$ cat config.mk
export PLATFORM = sky130hd
export DESIGN_NAME = s1_extract
export DESIGN_NICKNAME = d
export VERILOG_FILES = /design/src/rtl/s1x_pkg.sv /design/src/rtl/s1x_sa_pick.sv /design/src/rtl/s1x_assembler.sv /design/src/rtl/s1x_confirm.sv /design/src/rtl/s1_extract.sv
export SDC_FILE = /design/constraint.sdc
export NUM_CORES = 1
export LEC_CHECK = 0
export ABC_AREA = 1
export BUFFER_PORTS_ARGS = -buffer_cell sky130_fd_sc_hd__buf_2
export CAP_MARGIN = 25
export CORE_MARGIN = 2
export CORE_UTILIZATION = 58
export DETAILED_ROUTE_END_ITERATION = 6
export PLACE_DENSITY = 0.84
export SLEW_MARGIN = 5
export SYNTH_ARGS = -nofsm -noshare
export SYNTH_HDL_FRONTEND = slang
export SYNTH_SLANG_ARGS = --single-unit
$ cat constraint.sdc
create_clock -name clk -period 2.05 [get_ports clk]
set_input_delay 0.41 -clock clk [delete_from_list [all_inputs] [get_ports clk]]
set_output_delay 0.41 -clock clk [all_outputs]
set_load 0.005 [all_outputs]
$ cat src/rtl/s1x_pkg.sv
package s1x_pkg;
    localparam int S1_W      = 8;  // bits per status byte
    localparam int QL_W      = 4;  // quality nibble width
    localparam int OCT_W     = 8;  // timeslot-0 octet width
    localparam int SA_COUNT  = 5;  // Sa4..Sa8
    localparam int SA_TOP    = 4;  // octet index of Sa4 (bit 4 counted from MSB = 1)
    localparam int SEL_W     = 3;
    localparam int CONFIRM_N = 3;  // consecutive equal multiframes before publishing
endpackage

$ cat src/rtl/s1x_sa_pick.sv
module s1x_sa_pick
    import s1x_pkg::*;
#(
    parameter int NUM_SA  = SA_COUNT,
    parameter int TOP_IDX = SA_TOP,
    parameter int SW      = SEL_W
) (
    input  logic [TOP_IDX:0] sa_field,
    input  logic [SW-1:0]    sel,
    output logic             sa_bit
);
    logic [NUM_SA-1:0] opts;

    // opts[k] holds spare bit Sa(4+k)
    for (genvar k = 0; k < NUM_SA; k++) begin : g_opt
        assign opts[k] = sa_field[TOP_IDX - k];
    end

    always_comb begin
        sa_bit = opts[0];
        for (int k = 1; k < NUM_SA; k++) begin
            if (sel == SW'(k)) sa_bit = opts[k];
        end
    end
endmodule

$ cat src/rtl/s1x_assembler.sv
module s1x_assembler
    import s1x_pkg::*;
#(
    parameter int SAMPLES = S1_W
) (
    input  logic               clk,
    input  logic               rst_n,
    input  logic               sample_en,
    input  logic               sample_bit,
    input  logic               start_en,
    input  logic               mf_locked,
    output logic               done_o,
    output logic [SAMPLES-1:0] byte_o,
    output logic [SAMPLES-1:0] s1_byte_o,
    output logic               s1_new_o
);
    localparam int CW = $clog2(SAMPLES + 1);

    typedef struct packed {
        logic               armed;
        logic [CW-1:0]      cnt;
        logic [SAMPLES-1:0] sh;
        logic [SAMPLES-1:0] s1;
        logic               fresh;
    } asm_t;

    asm_t st_d, st_q;
    logic [SAMPLES-1:0] shifted;

    always_comb begin
        st_d    = st_q;
        st_d.fresh = 1'b0;
        done_o  = 1'b0;
        shifted = {st_q.sh[SAMPLES-2:0], sample_bit};
        if (!mf_locked) begin
            st_d.armed = 1'b0;
            st_d.cnt   = '0;
        end else if (start_en) begin
            st_d.armed = 1'b1;
            st_d.cnt   = '0;
        end else if (sample_en && st_q.armed && st_q.cnt < CW'(SAMPLES)) begin
            st_d.sh  = shifted;
            st_d.cnt = st_q.cnt + 1'b1;
            if (st_q.cnt == CW'(SAMPLES - 1)) begin
                done_o     = 1'b1;
                st_d.s1    = shifted;
                st_d.fresh = 1'b1;
            end
        end
    end

    always_ff @(posedge clk or negedge rst_n) begin
        if (!rst_n) st_q <= '0;
        else        st_q <= st_d;
    end

    assign byte_o    = shifted;
    assign s1_byte_o = st_q.s1;
    assign s1_new_o  = st_q.fresh;

    a_r4_count_bound: assert property (@(posedge clk) disable iff (!rst_n)
        st_q.cnt <= CW'(SAMPLES));
    a_r3_new_needs_sample: assert property (@(posedge clk) disable iff (!rst_n)
        s1_new_o |-> $past(sample_en));
    a_r8_unlock_quiet: assert property (@(posedge clk) disable iff (!rst_n)
        !mf_locked |=> !s1_new_o);
    a_r9_start_restarts: assert property (@(posedge clk) disable iff (!rst_n)
        (start_en && mf_locked) |=> (st_q.cnt == '0 && $stable(s1_byte_o)));
endmodule

$ cat src/rtl/s1x_confirm.sv
module s1x_confirm
    import s1x_pkg::*;
#(
    parameter int QW   = QL_W,
    parameter int CONF = CONFIRM_N
) (
    input  logic          clk,
    input  logic          rst_n,
    input  logic          done_i,
    input  logic [QW-1:0] nib_i,
    input  logic          mf_locked,
    output logic [QW-1:0] ql_o,
    output logic          ql_valid_o
);
    localparam int RW = $clog2(CONF + 1);

    typedef struct packed {
        logic [QW-1:0] cand;
        logic [RW-1:0] run;
        logic [QW-1:0] ql;
        logic          vld;
    } cf_t;

    cf_t cf_d, cf_q;

    always_comb begin
        cf_d = cf_q;
        if (!mf_locked) begin
            cf_d.run = '0;
            cf_d.vld = 1'b0;
        end else if (done_i) begin
            if (cf_q.run != '0 && nib_i == cf_q.cand) begin
                if (cf_q.run != RW'(CONF)) cf_d.run = cf_q.run + 1'b1;
            end else begin
                cf_d.cand = nib_i;
                cf_d.run  = RW'(1);
            end
            if (cf_d.run == RW'(CONF)) begin
                cf_d.ql  = cf_d.cand;
                cf_d.vld = 1'b1;
            end
        end
    end

    always_ff @(posedge clk or negedge rst_n) begin
        if (!rst_n) cf_q <= '0;
        else        cf_q <= cf_d;
    end

    assign ql_o       = cf_q.ql;
    assign ql_valid_o = cf_q.vld;

    a_r6_run_bound: assert property (@(posedge clk) disable iff (!rst_n)
        cf_q.run <= RW'(CONF));
    a_r6_ql_moves_on_done: assert property (@(posedge clk) disable iff (!rst_n)
        !$stable(ql_o) |-> $past(done_i));
    a_r6_valid_rises_on_done: assert property (@(posedge clk) disable iff (!rst_n)
        $rose(ql_valid_o) |-> ($past(done_i) && ql_o == $past(nib_i)));
    a_r8_unlock_invalid: assert property (@(posedge clk) disable iff (!rst_n)
        !mf_locked |=> !ql_valid_o);
endmodule

$ cat src/rtl/s1_extract.sv
module s1_extract
    import s1x_pkg::*;
(
    input  logic             clk,
    input  logic             rst_n,
    input  logic             ts0_valid,
    input  logic [OCT_W-1:0] ts0_octet,
    input  logic             ts0_nfas,
    input  logic             mf_start,
    input  logic             mf_locked,
    input  logic [SEL_W-1:0] sa_select,
    output logic [S1_W-1:0]  s1_byte,
    output logic             s1_new,
    output logic [QL_W-1:0]  ql,
    output logic             ql_valid
);
    logic            sa_bit;
    logic            smp_en, strt_en, done;
    logic [S1_W-1:0] byte_now;

    assign smp_en  = ts0_valid & ts0_nfas & ~mf_start;
    assign strt_en = ts0_valid & mf_start;

    s1x_sa_pick #(.NUM_SA(SA_COUNT), .TOP_IDX(SA_TOP), .SW(SEL_W)) u_pick (
        .sa_field (ts0_octet[SA_TOP:0]),
        .sel      (sa_select),
        .sa_bit   (sa_bit)
    );

    s1x_assembler #(.SAMPLES(S1_W)) u_asm (
        .clk        (clk),
        .rst_n      (rst_n),
        .sample_en  (smp_en),
        .sample_bit (sa_bit),
        .start_en   (strt_en),
        .mf_locked  (mf_locked),
        .done_o     (done),
        .byte_o     (byte_now),
        .s1_byte_o  (s1_byte),
        .s1_new_o   (s1_new)
    );

    s1x_confirm #(.QW(QL_W), .CONF(CONFIRM_N)) u_conf (
        .clk        (clk),
        .rst_n      (rst_n),
        .done_i     (done),
        .nib_i      (byte_now[QL_W-1:0]),
        .mf_locked  (mf_locked),
        .ql_o       (ql),
        .ql_valid_o (ql_valid)
    );
endmodule

==> results of run 1 <==
-- synth_stat cells --
| library cell | instances | share of area |
|---|---|---|
| sky130_fd_sc_hd__a21oi_1 | 5 | 0.016 |
| sky130_fd_sc_hd__a32o_1 | 1 | 0.0065 |
| sky130_fd_sc_hd__buf_2 | 2 | 0.0065 |
| sky130_fd_sc_hd__buf_4 | 12 | 0.059 |
| sky130_fd_sc_hd__dfrtp_1 | 32 | 0.52 |
| sky130_fd_sc_hd__ha_1 | 1 | 0.0081 |
| sky130_fd_sc_hd__inv_1 | 19 | 0.046 |
| sky130_fd_sc_hd__inv_2 | 3 | 0.0073 |
| sky130_fd_sc_hd__nand2_1 | 51 | 0.12 |
| sky130_fd_sc_hd__nand2_2 | 2 | 0.0081 |
| sky130_fd_sc_hd__nand2_4 | 1 | 0.0073 |
| sky130_fd_sc_hd__nand3_1 | 10 | 0.033 |
| sky130_fd_sc_hd__nand3b_4 | 1 | 0.013 |
| sky130_fd_sc_hd__nand4_1 | 3 | 0.012 |
| sky130_fd_sc_hd__nor2_1 | 7 | 0.017 |
| sky130_fd_sc_hd__nor2_2 | 2 | 0.0081 |
| sky130_fd_sc_hd__nor2_4 | 2 | 0.015 |
| sky130_fd_sc_hd__nor2_8 | 1 | 0.013 |
| sky130_fd_sc_hd__nor3_1 | 2 | 0.0065 |
| sky130_fd_sc_hd__o21ai_0 | 17 | 0.055 |
| sky130_fd_sc_hd__xor2_1 | 3 | 0.017 |
-- logic make-up after synthesis --
logic type | after synthesis | synth area share
xor gates and xnor gates | 3 | 0.0171
AOI/OAI and AO/OA | 23 | 0.0781
DFF | 32 | 0.521
buffers and inverters | 36 | 0.119
adders and majority gates | 1 | 0.00814
and+or+nand+nor | 82 | 0.257
-- layout make-up --
type | instances | area share
Clock buffer | 6 | 0.0244
Inverter | 22 | 0.0487
Multi-Input combinational cell | 109 | 0.327
Clock inverter | 2 | 0.0207
Tap cell | 30 | 0.0222
Sequential cell | 32 | 0.473
Timing Repair Buffer | 28 | 0.0842
-- metal layers --
metal / track usage / part of all wire
met5: 0 / 0
met4: 0.150 / 0.044
met3: 0.0585 / 0.035
met2: 0.379 / 0.52
met1: 0.216 / 0.40
-- registers in the layout, summed over array words and instances (netlist names) --
signal	cells
u_asm.s1_byte_o	8
u_asm.s1_new_o	1
u_conf.ql_o	4
u_asm.st_q	5
u_conf.ql_valid_o	1
u_asm.byte_o	7
u_conf.cf_q	6
-- through the flow --
stage               utilization  total power (W)  hold slack (ns)  worst slack [ns]  cell area, sq um
finish                    0.678          0.00127           0.0949             0.420              1690
detailed placement        0.647         0.000808            0.456             0.392              1620
global placement          0.647         0.000802            0.449             0.456              1620
floorplan                     -         0.000761            0.114             0.659              1540
CTS                       0.678          0.00128            0.111             0.394              1690
global route              0.678          0.00133            0.148             0.232              1690
-- final timing paths --
check	to	slack [ns]	cells after the start
setup / recovery	u_asm.s1_byte_o[1]	0.42	6
min in group clk	u_asm.st_q[21]	0.36	3
hold / removal	u_asm.st_q[21]	0.09	1
hold reg to reg	u_conf.ql_o[0]	0.48	2
setup reg to reg	u_asm.s1_byte_o[1]	0.42	6
max in group asynchronous	u_asm.s1_byte_o[3]	1.51	1
-- power groups by stage --
stage	Combinational, W	Sequential (W)	Clock [W]
2_1_floorplan	0.0000615	0.000700	0
3_3_place_gp	0.0000950	0.000707	0
3_5_place_dp	0.000101	0.000707	0
4_1_cts	0.000103	0.000695	0.000481
5_1_grt	0.000119	0.000701	0.000509
6_report	0.000102	0.000695	0.000470
==> results.txt, run 1 <==
----------------------------------------------------
[Outcome]
  Status ... finished clean

[Logic synthesis]
  Syn_nets ... 195
  Post-synthesis cell count ... between 150 and 200
  Average size of a mapped cell ... around 8.7 sq um
  Seq/Total Area, Yosys ... 0.521
  Post-Synthesis Cell Area ... approximately 1500 sq um
  Number of warnings printed during yosys synthesis ... 0
  Number of storage elements in the synthesis netlist ... 32
  Unique masters post-synth ... 21

[Timing]
  Max Transition Viols Final ... 0
  Post-route clock period utilization ... 0.795
  Total of endpoints with negative setup slack in the final report ... 0
  Clock skew ... approximately 0.0084 ns
  Unrepaired setup endpoints after global routing ... no
  Maximum achievable frequency ... 614 MHz
  Normalized max-slew margin ... 0.547
  Final hold viol count ... 0
  Pin slew with the least headroom to its limit ... 0.680 ns
  Crit path time final ... around 1.6 ns
  Summed negative setup slack over all endpoints ... 0 ns

[Worst setup path]
  Critical path, cell by cell ... ha_1, nand2_1, nor2_2, nand3_1, nand2_1, o21ai_0
  Most repeated library cell on the critical path ... sky130_fd_sc_hd__nand2_1
  Arr. time, crit path ... approximately 1.9 ns
  Worst EP required ... around 2.3 ns
  Highest net fanout along the worst path ... 11
  Cell type group with the largest total delay on the critical path ... simple AND/OR/NAND/NOR gates
  Reg-to-reg critical path startpoint ... u_asm.st_q[17]
  Timing startpoint of the critical path ... u_asm.st_q[17]
  Type of element capturing the critical path ... flip-flop
  Startpoint kind of the worst setup timing path ... flip-flop
  WS Path Type ... flip-flop to flip-flop
  Crit path buffers/inverters ... 0
  Critical Path Max Stage Delay ... around 0.4 ns
  Cell with the largest stage delay on the worst path ... sky130_fd_sc_hd__dfrtp_1

[Cells and area]
  Area growth from synthesis to layout ... 10.2%
  Most used cells in the layout excluding fill and tap cells ... 51 x sky130_fd_sc_hd__nand2_1, 32 x sky130_fd_sc_hd__dfrtp_1, 27 x sky130_fd_sc_hd__buf_2, 19 x sky130_fd_sc_hd__inv_1, 17 x sky130_fd_sc_hd__o21ai_0
  Number of nets in the finished design ... between 200 and 250
  Final non-filler cell total ... around 230
  Fill count ... between 150 and 200
  Most common cell after layout, fill and taps aside ... sky130_fd_sc_hd__nand2_1
  Share of layout cells above drive strength 1 ... 0.236
  Number of antenna cells inserted ... 0
  Register area ... between 800 and 900 sq um
  Total area of multi-input combinational cells ... between 500 and 600 sq um

[Floorplan]
  Die span in y ... 55.5 um
  Total Die Area ... just over 3000 sq um
  Top-level port count ... 31
  Horizontal extent of the die ... about 55 um
  Std-Cell Rows ... 18
  Area of the core region ... around 2500 sq um
  Starting utilization of the core area ... 0.615

[Place]
  Detailed-placement wirelength estimate ... just over 2 mm
  IO buf count ... 27
  Instance count after placement with tap cells included ... 221
  Final weighted congestion of routability-driven global placement ... 0.803

[Drt]
  Number of DRC violations after detailed routing ... 0
  Post-DRT Antenna Nets ... 0
  Number of search-and-repair iterations in the first detailed-routing pass ... 4
  Initial detailed-routing violation count ... 25
  Routed via count ... around 1,200
  Average routed wire per standard cell ... around 13 um
  Via density ... 5.21
  Total detailed-routing wirelength ... between 2 and 3 mm

[Pwr]
  Clock share of power ... 0.371
  Leakage dissipation ... between 0.9 and 1 nW
  Power dissipated by switching net loads ... between 0.0003 and 0.0004 W
  Net Sw Frac ... 0.244
  Fraction of power consumed by combinational cells ... 0.080
  Worst ir drop on vdd ... 0.674 mV
  Sequential fraction of design power ... 0.549
  Pwr Density ... 748 nW/um^2
  Internal portion of total power ... 0.000958 W

[GRT]
  Number of global-route vias before repair ... about 1,200
  Number of antenna violations at the first check in global routing ... 0
  Pin count of the biggest net entering global routing ... 33
  First-pass GRT wire length ... just under 5 mm
  Total routing usage reported by global routing ... 0.215
  Sum of overflow across all layers after global routing ... 0

[Clock network]
  CTS max path bufs ... 2
  Register clock-pin slew on the reported worst setup and hold paths ... around 0.10 ns
  TritonCTS clock tree ... done
  Number of buffers created by CTS ... 5
  # Post-CTS Setup Buffers ... 0
  Number of H-tree levels ... 2
  Number of clock sinks ... 32
  Library cell used as clock root buffer ... sky130_fd_sc_hd__clkbuf_4
  Cts-stage hold buffer count ... 0
  Skew-Pair Late Insertion Delay ... 0.34 ns
  Resized cells post-CTS ... 0

[Run]
  Number of maximum-capacitance constraint violations ... 0

[Hold path]
  Class of the tightest hold or removal check ... input port to async pin

----------------------------------------------------
(Power assumes the default switching activity.)
==> run 2: changes to the inputs <==
--- a/config.mk
+++ b/config.mk
@@ -9,9 +9,9 @@
 export BUFFER_PORTS_ARGS = -buffer_cell sky130_fd_sc_hd__buf_2
 export CAP_MARGIN = 25
 export CORE_MARGIN = 2
-export CORE_UTILIZATION = 58
+export CORE_UTILIZATION = 48
 export DETAILED_ROUTE_END_ITERATION = 6
-export PLACE_DENSITY = 0.84
+export PLACE_DENSITY = 0.74
 export SLEW_MARGIN = 5
 export SYNTH_ARGS = -nofsm -noshare
 export SYNTH_HDL_FRONTEND = slang
==> constraint.sdc (replaced) <==
create_clock -name clk -period 1.3 [get_ports clk]
set_input_delay 0.26 -clock clk [delete_from_list [all_inputs] [get_ports clk]]
set_output_delay 0.26 -clock clk [all_outputs]
set_load 0.005 [all_outputs]
==> run 2 against run 1 <==
The run now ends with setup timing left. Global-route usage is 2.5 points lower. Die area grew 19%. Worst hold slack better by 0.19 ns. Largest cell class unchanged.
==> results.txt, run 2 (synthesis results as in run 1) <==
----------------------------------------------------
[Worst setup path]
  Path depth of the worst reg2reg path ... 9 (was 6)
  Critical Path Max Stage Delay ... 0.37 ns (was 0.40 ns)
  End of the worst register-to-register path ... u_asm.s1_byte_o[5] (was u_asm.s1_byte_o[1])
  Highest net fanout along the worst path ... 11 (unchanged)
  Critical path, cell by cell ... inv_1, nand2_1, nor2_2, nand3_4, nor2_4, nand3_1, buf_6, nand2_1, o21ai_0 (was ha_1, nand2_1, nor2_2, nand3_1, nand2_1, o21ai_0)
  Cell with the largest stage delay on the worst path ... sky130_fd_sc_hd__dfrtp_1 (unchanged)
  Type of element capturing the critical path ... flip-flop (unchanged)
  Most repeated library cell on the critical path ... sky130_fd_sc_hd__nand2_1 (unchanged)
  Cell type group with the largest total delay on the critical path ... simple AND/OR/NAND/NOR gates (unchanged)
  Startpoint kind of the worst setup timing path ... flip-flop (unchanged)
  Arr. time, crit path ... 1.67 ns (was 1.85 ns)
  Worst EP required ... 1.51 ns (was 2.27 ns)
  WS Path Type ... flip-flop to flip-flop (unchanged)
  Minimum setup slack among reg-to-reg paths ... -0.16 ns (was 0.42 ns)
  Timing startpoint of the critical path ... u_asm.st_q[20] (was u_asm.st_q[17])
  Crit path buffers/inverters ... 2 (was 0)
  Reg-to-reg critical path startpoint ... u_asm.st_q[20] (was u_asm.st_q[17])

[Drt]
  Total detailed-routing wirelength ... 3.08 mm (was 2.88 mm)
  Initial detailed-routing violation count ... 30 (was 25)
  Highest signal layer in the routed design ... met4 (unchanged)
  Number of search-and-repair iterations in the first detailed-routing pass ... 4 (unchanged)
  Routed via count ... 1,268 (was 1,193)
  Routed length on met1 ... 1.39 mm (was 1.16 mm)
  Post-DRT Antenna Nets ... 0 (unchanged)
  Wire length on met3 ... 113 um (was 102 um)
  Via density ... 4.70 (was 5.21)
  Average routed wire per standard cell ... 11.4 um (was 12.6 um)
  Routed length on met2 ... 1.52 mm (was 1.50 mm)
  Number of DRC violations after detailed routing ... 0 (unchanged)

[GRT]
  Number of global-route vias before repair ... 1,126 (was 1,221)
  First-pass GRT wire length ... 5.02 mm (was 4.97 mm)
  Sum of overflow across all layers after global routing ... 0 (unchanged)
  Total routing usage reported by global routing ... 0.190 (was 0.215)
  Pin count of the biggest net entering global routing ... 33 (unchanged)
  Number of antenna violations at the first check in global routing ... 0 (unchanged)

[Clock network]
  CTS max path bufs ... 2 (unchanged)
  Library cell used as clock root buffer ... sky130_fd_sc_hd__clkbuf_4 (unchanged)
  Number of buffers created by CTS ... 5 (unchanged)
  Number of clock sinks ... 32 (unchanged)
  TritonCTS clock tree ... done (unchanged)
  Skew-Pair Late Insertion Delay ... 0.34 ns (about the same)
  Number of H-tree levels ... 2 (unchanged)
  Register clock-pin slew on the reported worst setup and hold paths ... 0.10 ns (about the same)

[Hold path]
  Worst Min Path Start ... mf_locked
  Hold-critical path depth ... 4
  Class of the tightest hold or removal check ... input port to flip-flop (was input port to async pin)
  Sink of the worst hold path ... u_conf.cf_q[5]

[Cells and area]
  Fill count ... 252 (was 171)
  Number of antenna cells inserted ... 0 (unchanged)
  Number of nets in the finished design ... 244 (was 216)
  Largest register FFs ... 8 (unchanged)
  Final non-filler cell total ... 270 (was 229)
  Share of layout cells above drive strength 1 ... 0.434 (was 0.236)
  Most common cell after layout, fill and taps aside ... sky130_fd_sc_hd__nand2_1 (unchanged)
  Area growth from synthesis to layout ... 33.0% (was 10.2%)
  Share of the core filled with cells in the final layout ... 0.670 (was 0.678)
  Post-route cell area ... 2050 sq um (was 1690 sq um)
  Most used cells in the layout excluding fill and tap cells ... 41 x sky130_fd_sc_hd__nand2_1, 32 x sky130_fd_sc_hd__dfrtp_1, 27 x sky130_fd_sc_hd__buf_2, 20 x sky130_fd_sc_hd__buf_4, 17 x sky130_fd_sc_hd__inv_1 (was 51 x sky130_fd_sc_hd__nand2_1, 32 x sky130_fd_sc_hd__dfrtp_1, 27 x sky130_fd_sc_hd__buf_2, 19 x sky130_fd_sc_hd__inv_1, 17 x sky130_fd_sc_hd__o21ai_0)

[Pwr]
  Pwr Total ... 0.00200 W (was 0.00127 W)
  Leakage dissipation ... 1.13 nW (was 0.961 nW)
  Worst ir drop on vdd ... 0.574 mV (was 0.674 mV)
  Pwr Density ... 979 nW/um^2 (was 748 nW/um^2)

[Floorplan]
  Area of the core region ... 3050 sq um (was 2500 sq um)
  Horizontal extent of the die ... 60.6 um (was 55.5 um)
  Std-Cell Rows ... 20 (was 18)
  Die span in y ... 60.6 um (was 55.5 um)
  Top-level port count ... 31 (unchanged)
  Total Die Area ... 3670 sq um (was 3080 sq um)
  Starting utilization of the core area ... 0.504 (was 0.615)

[Place]
  Final weighted congestion of routability-driven global placement ... 0.747 (was 0.803)
  Area after detailed placement ... 1790 sq um (was 1620 sq um)
  IO buf count ... 27 (unchanged)
  Detailed-placement wirelength estimate ... 2.03 mm (was 2.04 mm)
  Instance count after placement with tap cells included ... 255 (was 221)

[Run]
  Number of maximum-capacitance constraint violations ... 0 (unchanged)

[Outcome]
  Status ... finished, violations left (was finished clean)
  Violations in the final reports ... setup timing

[Timing]
  Normalized max-slew margin ... 0.738 (was 0.547)
  Total of endpoints with negative setup slack in the final report ... 21 (was 0)
  Final hold viol count ... 0 (unchanged)
  Clock skew ... 0.0122 ns (was 0.00842 ns)
  Max Transition Viols Final ... 0 (unchanged)
  Crit path time final ... 1.46 ns (was 1.63 ns)
  Post-route clock period utilization ... 1.12 (was 0.795)
  Summed negative setup slack over all endpoints ... -1.62 ns (was 0 ns)
  Unrepaired setup endpoints after global routing ... yes (was no)
  Pin slew with the least headroom to its limit ... 0.393 ns (was 0.680 ns)
  Post-route setup slack ... -0.160 ns (was 0.420 ns)
  Maximum achievable frequency ... 685 MHz (was 614 MHz)

----------------------------------------------------
-- run 2: timing repair --
| item | in CTS | in global routing |
|---|---|---|
| hold buffers | 1 | 0 |
| pin swaps | 3 | 7 |
| buffers inserted | 2 | 5 |
| endpoints found under the setup margin | 26 | 31 |
| gates resized for setup | 8 | 39 |
| endpoints found under the hold margin | 32 | 0 |
-- run 2: metrics by stage --
step / setup WS (ns) / hold slack, ns
floorplan: -0.00802 / -0.0356
global placement: -0.144 / 0.302
detailed placement: -0.160 / 0.300
CTS: -0.106 / 0.279
global route: -0.254 / 0.326
finish: -0.160 / 0.288
-- run 2: power breakdown --
| group | internal (W) | switching (W) | leakage, nW |
|---|---|---|---|
| Combinational | 0.000118 | 0.000151 | 0.671 |
| Clock | 0.000306 | 0.000337 | 0.0374 |
| Sequential | 0.00105 | 0.0000398 | 0.425 |
-- run 2: worst min-delay path: stages --
cell and delay (ns):
sky130_fd_sc_hd__buf_2 0.09, sky130_fd_sc_hd__buf_4 0.13, sky130_fd_sc_hd__nand3_2 0.07, sky130_fd_sc_hd__nand2_1 0.05
-- run 2: worst max-delay path by stage --
stage,slack (ns),to,cells after the start
finish,-0.16,u_asm.s1_byte_o[5],9
global route,-0.25,u_asm.s1_byte_o[5],9
CTS,-0.11,u_conf.ql_o[3],10
detailed placement,-0.16,u_conf.ql_o[3],11
global placement,-0.14,u_conf.ql_o[2],9
floorplan,-0.008,u_conf.ql_o[1],10
-- run 2: area by class of cell --
cell class | count | area (sq um) | share of cell area
Clock buffer | 7 | 65.1 | 0.0318
Inverter | 22 | 82.6 | 0.0404
Multi-Input combinational cell | 109 | 657 | 0.321
Sequential cell | 32 | 801 | 0.391
Tap cell | 44 | 55.1 | 0.0269
Timing Repair Buffer | 56 | 385 | 0.188
-- run 2: routing by layer --
metal / vias up / global-route usage
li1: 654 / -
met1: 584 / 0.257
met2: 23 / 0.283
met3: 7 / 0.0448
met4: 0 / 0.102
met5: - / 0
==> run 3: changes to the inputs <==
--- a/config.mk
+++ b/config.mk
@@ -5,13 +5,12 @@
 export SDC_FILE = /design/constraint.sdc
 export NUM_CORES = 1
 export LEC_CHECK = 0
-export ABC_AREA = 1
 export BUFFER_PORTS_ARGS = -buffer_cell sky130_fd_sc_hd__buf_2
 export CAP_MARGIN = 25
 export CORE_MARGIN = 2
-export CORE_UTILIZATION = 48
+export CORE_UTILIZATION = 49
 export DETAILED_ROUTE_END_ITERATION = 6
-export PLACE_DENSITY = 0.74
+export PLACE_DENSITY = 0.75
 export SLEW_MARGIN = 5
 export SYNTH_ARGS = -nofsm -noshare
 export SYNTH_HDL_FRONTEND = slang
==> run 3 against run 2 <==
The flow still finishes with violations (setup timing). Final area rose by 6.5%. Setup slack got worse by 0.40 ns. Maximum frequency down 21%. Synthesized cell count down 19%. Routed wire length is 16% higher. Global-route usage rose by 2.1 points. Via count shrank 0.39%. Area after synthesis is 2.8% higher. Die area up 0.63%. Sequential share of layout area shrank 2.4 points. Worst hold slack better by 0.026 ns. Critical endpoint is now u_conf.ql_o[2].
==> results.txt, run 3 <==
----------------------------------------------------
[Hold path]
  Hold-critical path depth ... 3 (was 4)
  Class of the tightest hold or removal check ... input port to flip-flop (unchanged)

[Timing]
  Final hold viol count ... 0 (unchanged)
  Post-route clock period utilization ... 1.43 (was 1.12)
  Normalized max-slew margin ... 0.728 (was 0.738)
  Max Transition Viols Final ... 0 (unchanged)
  Maximum achievable frequency ... 539 MHz (was 685 MHz)
  Unrepaired setup endpoints after global routing ... yes (unchanged)
  Summed negative setup slack over all endpoints ... -10.23 ns (was -1.62 ns)
  Total of endpoints with negative setup slack in the final report ... 30 (was 21)
  Post-route setup slack ... -0.556 ns (was -0.160 ns)
  Crit path time final ... 1.86 ns (was 1.46 ns)
  Pin slew with the least headroom to its limit ... 0.409 ns (was 0.393 ns)
  Clock skew ... 0.00858 ns (was 0.0122 ns)

[Floorplan]
  Die span in y ... 60.8 um (was 60.6 um)
  Total Die Area ... 3700 sq um (was 3670 sq um)
  Starting utilization of the core area ... 0.518 (was 0.504)
  Horizontal extent of the die ... 60.8 um (was 60.6 um)
  Area of the core region ... 3050 sq um (unchanged)
  Std-Cell Rows ... 20 (unchanged)
  Top-level port count ... 31 (unchanged)

[Cells and area]
  Post-route cell area ... 2180 sq um (was 2050 sq um)
  Largest register FFs ... 8 (unchanged)
  Most common cell after layout, fill and taps aside ... sky130_fd_sc_hd__buf_4 (was sky130_fd_sc_hd__nand2_1)
  Share of the core filled with cells in the final layout ... 0.714 (was 0.670)
  Number of antenna cells inserted ... 0 (unchanged)
  Most used cells in the layout excluding fill and tap cells ... 33 x sky130_fd_sc_hd__buf_4, 32 x sky130_fd_sc_hd__dfrtp_1, 27 x sky130_fd_sc_hd__buf_2, 19 x sky130_fd_sc_hd__nand2_1, 12 x sky130_fd_sc_hd__nand2_2 (was 41 x sky130_fd_sc_hd__nand2_1, 32 x sky130_fd_sc_hd__dfrtp_1, 27 x sky130_fd_sc_hd__buf_2, 20 x sky130_fd_sc_hd__buf_4, 17 x sky130_fd_sc_hd__inv_1)
  Share of layout cells above drive strength 1 ... 0.564 (was 0.434)
  Number of nets in the finished design ... 222 (was 244)
  Area growth from synthesis to layout ... 37.9% (was 33.0%)

[Drt]
  Via density ... 5.09 (was 4.70)
  Highest signal layer in the routed design ... met4 (unchanged)
  Average routed wire per standard cell ... 14.5 um (was 11.4 um)
  Routed length on met1 ... 1.31 mm (was 1.39 mm)
  Wire length on met3 ... 162 um (was 113 um)
  Total detailed-routing wirelength ... 3.59 mm (was 3.08 mm)
  Initial detailed-routing violation count ... 30 (unchanged)
  Post-DRT Antenna Nets ... 0 (unchanged)
  Number of DRC violations after detailed routing ... 0 (unchanged)
  Routed via count ... 1,263 (was 1,268)
  Routed length on met2 ... 2.01 mm (was 1.52 mm)
  Number of search-and-repair iterations in the first detailed-routing pass ... 4 (unchanged)

[Worst setup path]
  WS Path Type ... flip-flop to flip-flop (unchanged)
  Worst EP required ... 1.51 ns (about the same)
  Type of element capturing the critical path ... flip-flop (unchanged)
  Critical Path End ... u_conf.ql_o[2] (was u_asm.s1_byte_o[5])
  End of the worst register-to-register path ... u_conf.ql_o[2] (was u_asm.s1_byte_o[5])
  Timing startpoint of the critical path ... u_asm.byte_o[1] (was u_asm.st_q[20])
  Highest net fanout along the worst path ... 4 (was 11)
  Startpoint kind of the worst setup timing path ... flip-flop (unchanged)
  Minimum setup slack among reg-to-reg paths ... -0.56 ns (was -0.16 ns)
  Arr. time, crit path ... 2.07 ns (was 1.67 ns)
  Reg-to-reg critical path startpoint ... u_asm.byte_o[1] (was u_asm.st_q[20])
  Path depth of the worst reg2reg path ... 5 (was 9)

[GRT]
  Number of global-route vias before repair ... 1,345 (was 1,126)
  Total routing usage reported by global routing ... 0.211 (was 0.190)
  First-pass GRT wire length ... 5.64 mm (was 5.02 mm)
  Sum of overflow across all layers after global routing ... 0 (unchanged)
  Number of antenna violations at the first check in global routing ... 0 (unchanged)
  Pin count of the biggest net entering global routing ... 33 (unchanged)

[Logic synthesis]
  Most common library cells after synthesis ... 32 x sky130_fd_sc_hd__dfrtp_1, 32 x sky130_fd_sc_hd__nand2_1, 12 x sky130_fd_sc_hd__buf_4 (was 51 x sky130_fd_sc_hd__nand2_1, 32 x sky130_fd_sc_hd__dfrtp_1, 19 x sky130_fd_sc_hd__inv_1)
  Seq/Total Area, Yosys ... 0.507 (was 0.521)
  Post-synth top area cell ... sky130_fd_sc_hd__dfrtp_1 (unchanged)
  Syn_nets ... 162 (was 195)
  Number of storage elements in the synthesis netlist ... 32 (unchanged)
  Number of warnings printed during yosys synthesis ... 0 (unchanged)
  Post-synthesis async set-or-reset flop share ... 1.00 (unchanged)
  Average size of a mapped cell ... 11.0 sq um (was 8.69 sq um)
  Number of enable flip-flop cells after synthesis ... 0 (unchanged)
  Cells taking the most area after synthesis ... sky130_fd_sc_hd__dfrtp_1 51%, sky130_fd_sc_hd__nand2_1 7.6%, sky130_fd_sc_hd__buf_4 5.7% (was sky130_fd_sc_hd__dfrtp_1 52%, sky130_fd_sc_hd__nand2_1 12%, sky130_fd_sc_hd__buf_4 5.9%)
  Post-synthesis cell count ... 144 (was 177)
  Unique masters post-synth ... 40 (was 21)
  Post-Synthesis Cell Area ... 1580 sq um (was 1540 sq um)
  Flip-flop cell with the highest count after synthesis ... sky130_fd_sc_hd__dfrtp_1 (unchanged)
  Top-area cell type share of the netlist area ... 0.507 (was 0.521)

[Clock network]
  Number of H-tree levels ... 2 (unchanged)
  CTS max path bufs ... 2 (unchanged)
  TritonCTS clock tree ... done (unchanged)
  Library cell used as clock root buffer ... sky130_fd_sc_hd__clkbuf_4 (unchanged)
  Number of buffers created by CTS ... 5 (unchanged)
  Skew-Pair Late Insertion Delay ... 0.33 ns (was 0.34 ns)
  Register clock-pin slew on the reported worst setup and hold paths ... 0.10 ns (about the same)
  Number of clock sinks ... 32 (unchanged)

[Outcome]
  Violations in the final reports ... setup timing (unchanged)
  Status ... finished, violations left (unchanged)

[Pwr]
  Leakage dissipation ... 1.16 nW (was 1.13 nW)
  Pwr Density ... 820 nW/um^2 (was 979 nW/um^2)
  Pwr Total ... 0.00179 W (was 0.00200 W)
  Worst ir drop on vdd ... 0.748 mV (was 0.574 mV)

[Run]
  Number of maximum-capacitance constraint violations ... 0 (unchanged)

[Place]
  Final weighted congestion of routability-driven global placement ... 0.823 (was 0.747)
  IO buf count ... 27 (unchanged)
  Detailed-placement wirelength estimate ... 2.50 mm (was 2.03 mm)
  Area after detailed placement ... 1900 sq um (was 1790 sq um)

----------------------------------------------------
run 3: changes by cell type after synthesis, moves of 3 or more:
cell / before / now
sky130_fd_sc_hd__mux2_2: 0 / 7
sky130_fd_sc_hd__inv_1: 19 / 4
sky130_fd_sc_hd__mux2_1: 0 / 3
sky130_fd_sc_hd__nand3_1: 10 / 2
sky130_fd_sc_hd__nand2_1: 51 / 32
sky130_fd_sc_hd__inv_2: 3 / 0
sky130_fd_sc_hd__o21ai_0: 17 / 2
run 3: worst max-delay path, cell delays in order (launching register included):
cell and delay, ns:
sky130_fd_sc_hd__dfrtp_1 0.42, sky130_fd_sc_hd__xor2_2 0.20, sky130_fd_sc_hd__nor3_4 0.31, sky130_fd_sc_hd__nand4_1 0.21, sky130_fd_sc_hd__mux2i_4 0.25, sky130_fd_sc_hd__mux2_1 0.35
run 3: per-layer routing:
metal | GRT usage | up-vias
li1 | - | 598
met1 | 0.226 | 625
met2 | 0.379 | 29
met3 | 0.0725 | 11
met4 | 0.0807 | 0
met5 | 0 | -
run 3: final cells by class:
| cell class | instances | area [sq um] |
|---|---|---|
| Fill cell | 242 | 873 |
| Sequential cell | 32 | 801 |
| Multi-Input combinational cell | 93 | 791 |
| Timing Repair Buffer | 68 | 472 |
| Tap cell | 44 | 55.1 |
| Clock buffer | 6 | 41.3 |
| Inverter | 4 | 15.0 |
| Clock inverter | 1 | 5.00 |
run 3: logic make-up after synthesis:
group           Yosys count  synth area share
simple gates             57             0.196
flops                    32             0.507
buf+inv                  19            0.0784
compound gates           16            0.0760
mux                      14             0.108
xor+xnor                  5            0.0277
fa+ha+maj                 1           0.00792
run 3: power breakdown:
group / internal, W / switching (W)
registers: 0.00101 / 0.0000124
logic: 0.000123 / 0.000128
clock network: 0.000199 / 0.000317
total: 0.00133 / 0.000457
run 3: repair_timing:
action	CTS	global route
setup buffers	7	7
hold buffers	1	0
gates cloned	0	0
pin swaps	10	14
gates resized for setup	13	27
endpoints found under the hold margin	32	0
setup endpoints to repair	31	31
run 3: per-stage QoR:
stage / worst slack (ns) / cells / hold WS (ns)
6_report: -0.556 / 248 / 0.315
5_1_grt: -0.616 / 248 / 0.306
4_1_cts: -0.505 / 244 / 0.296
3_5_place_dp: -0.570 / 231 / 0.299
3_3_place_gp: -0.465 / 231 / 0.291
2_1_floorplan: -0.416 / 144 / -0.0356
run 3: worst min-delay path by stage:
stage          startpoint                  to  slack, ns
2_1_floorplan       rst_n     u_asm.byte_o[1]      -0.04
3_3_place_gp        rst_n  u_asm.s1_byte_o[3]       0.29
3_5_place_dp        rst_n     u_conf.cf_q[10]       0.30
4_1_cts         mf_locked   u_conf.ql_valid_o       0.30
5_1_grt         mf_locked   u_conf.ql_valid_o       0.31
6_report        mf_locked   u_conf.ql_valid_o       0.31
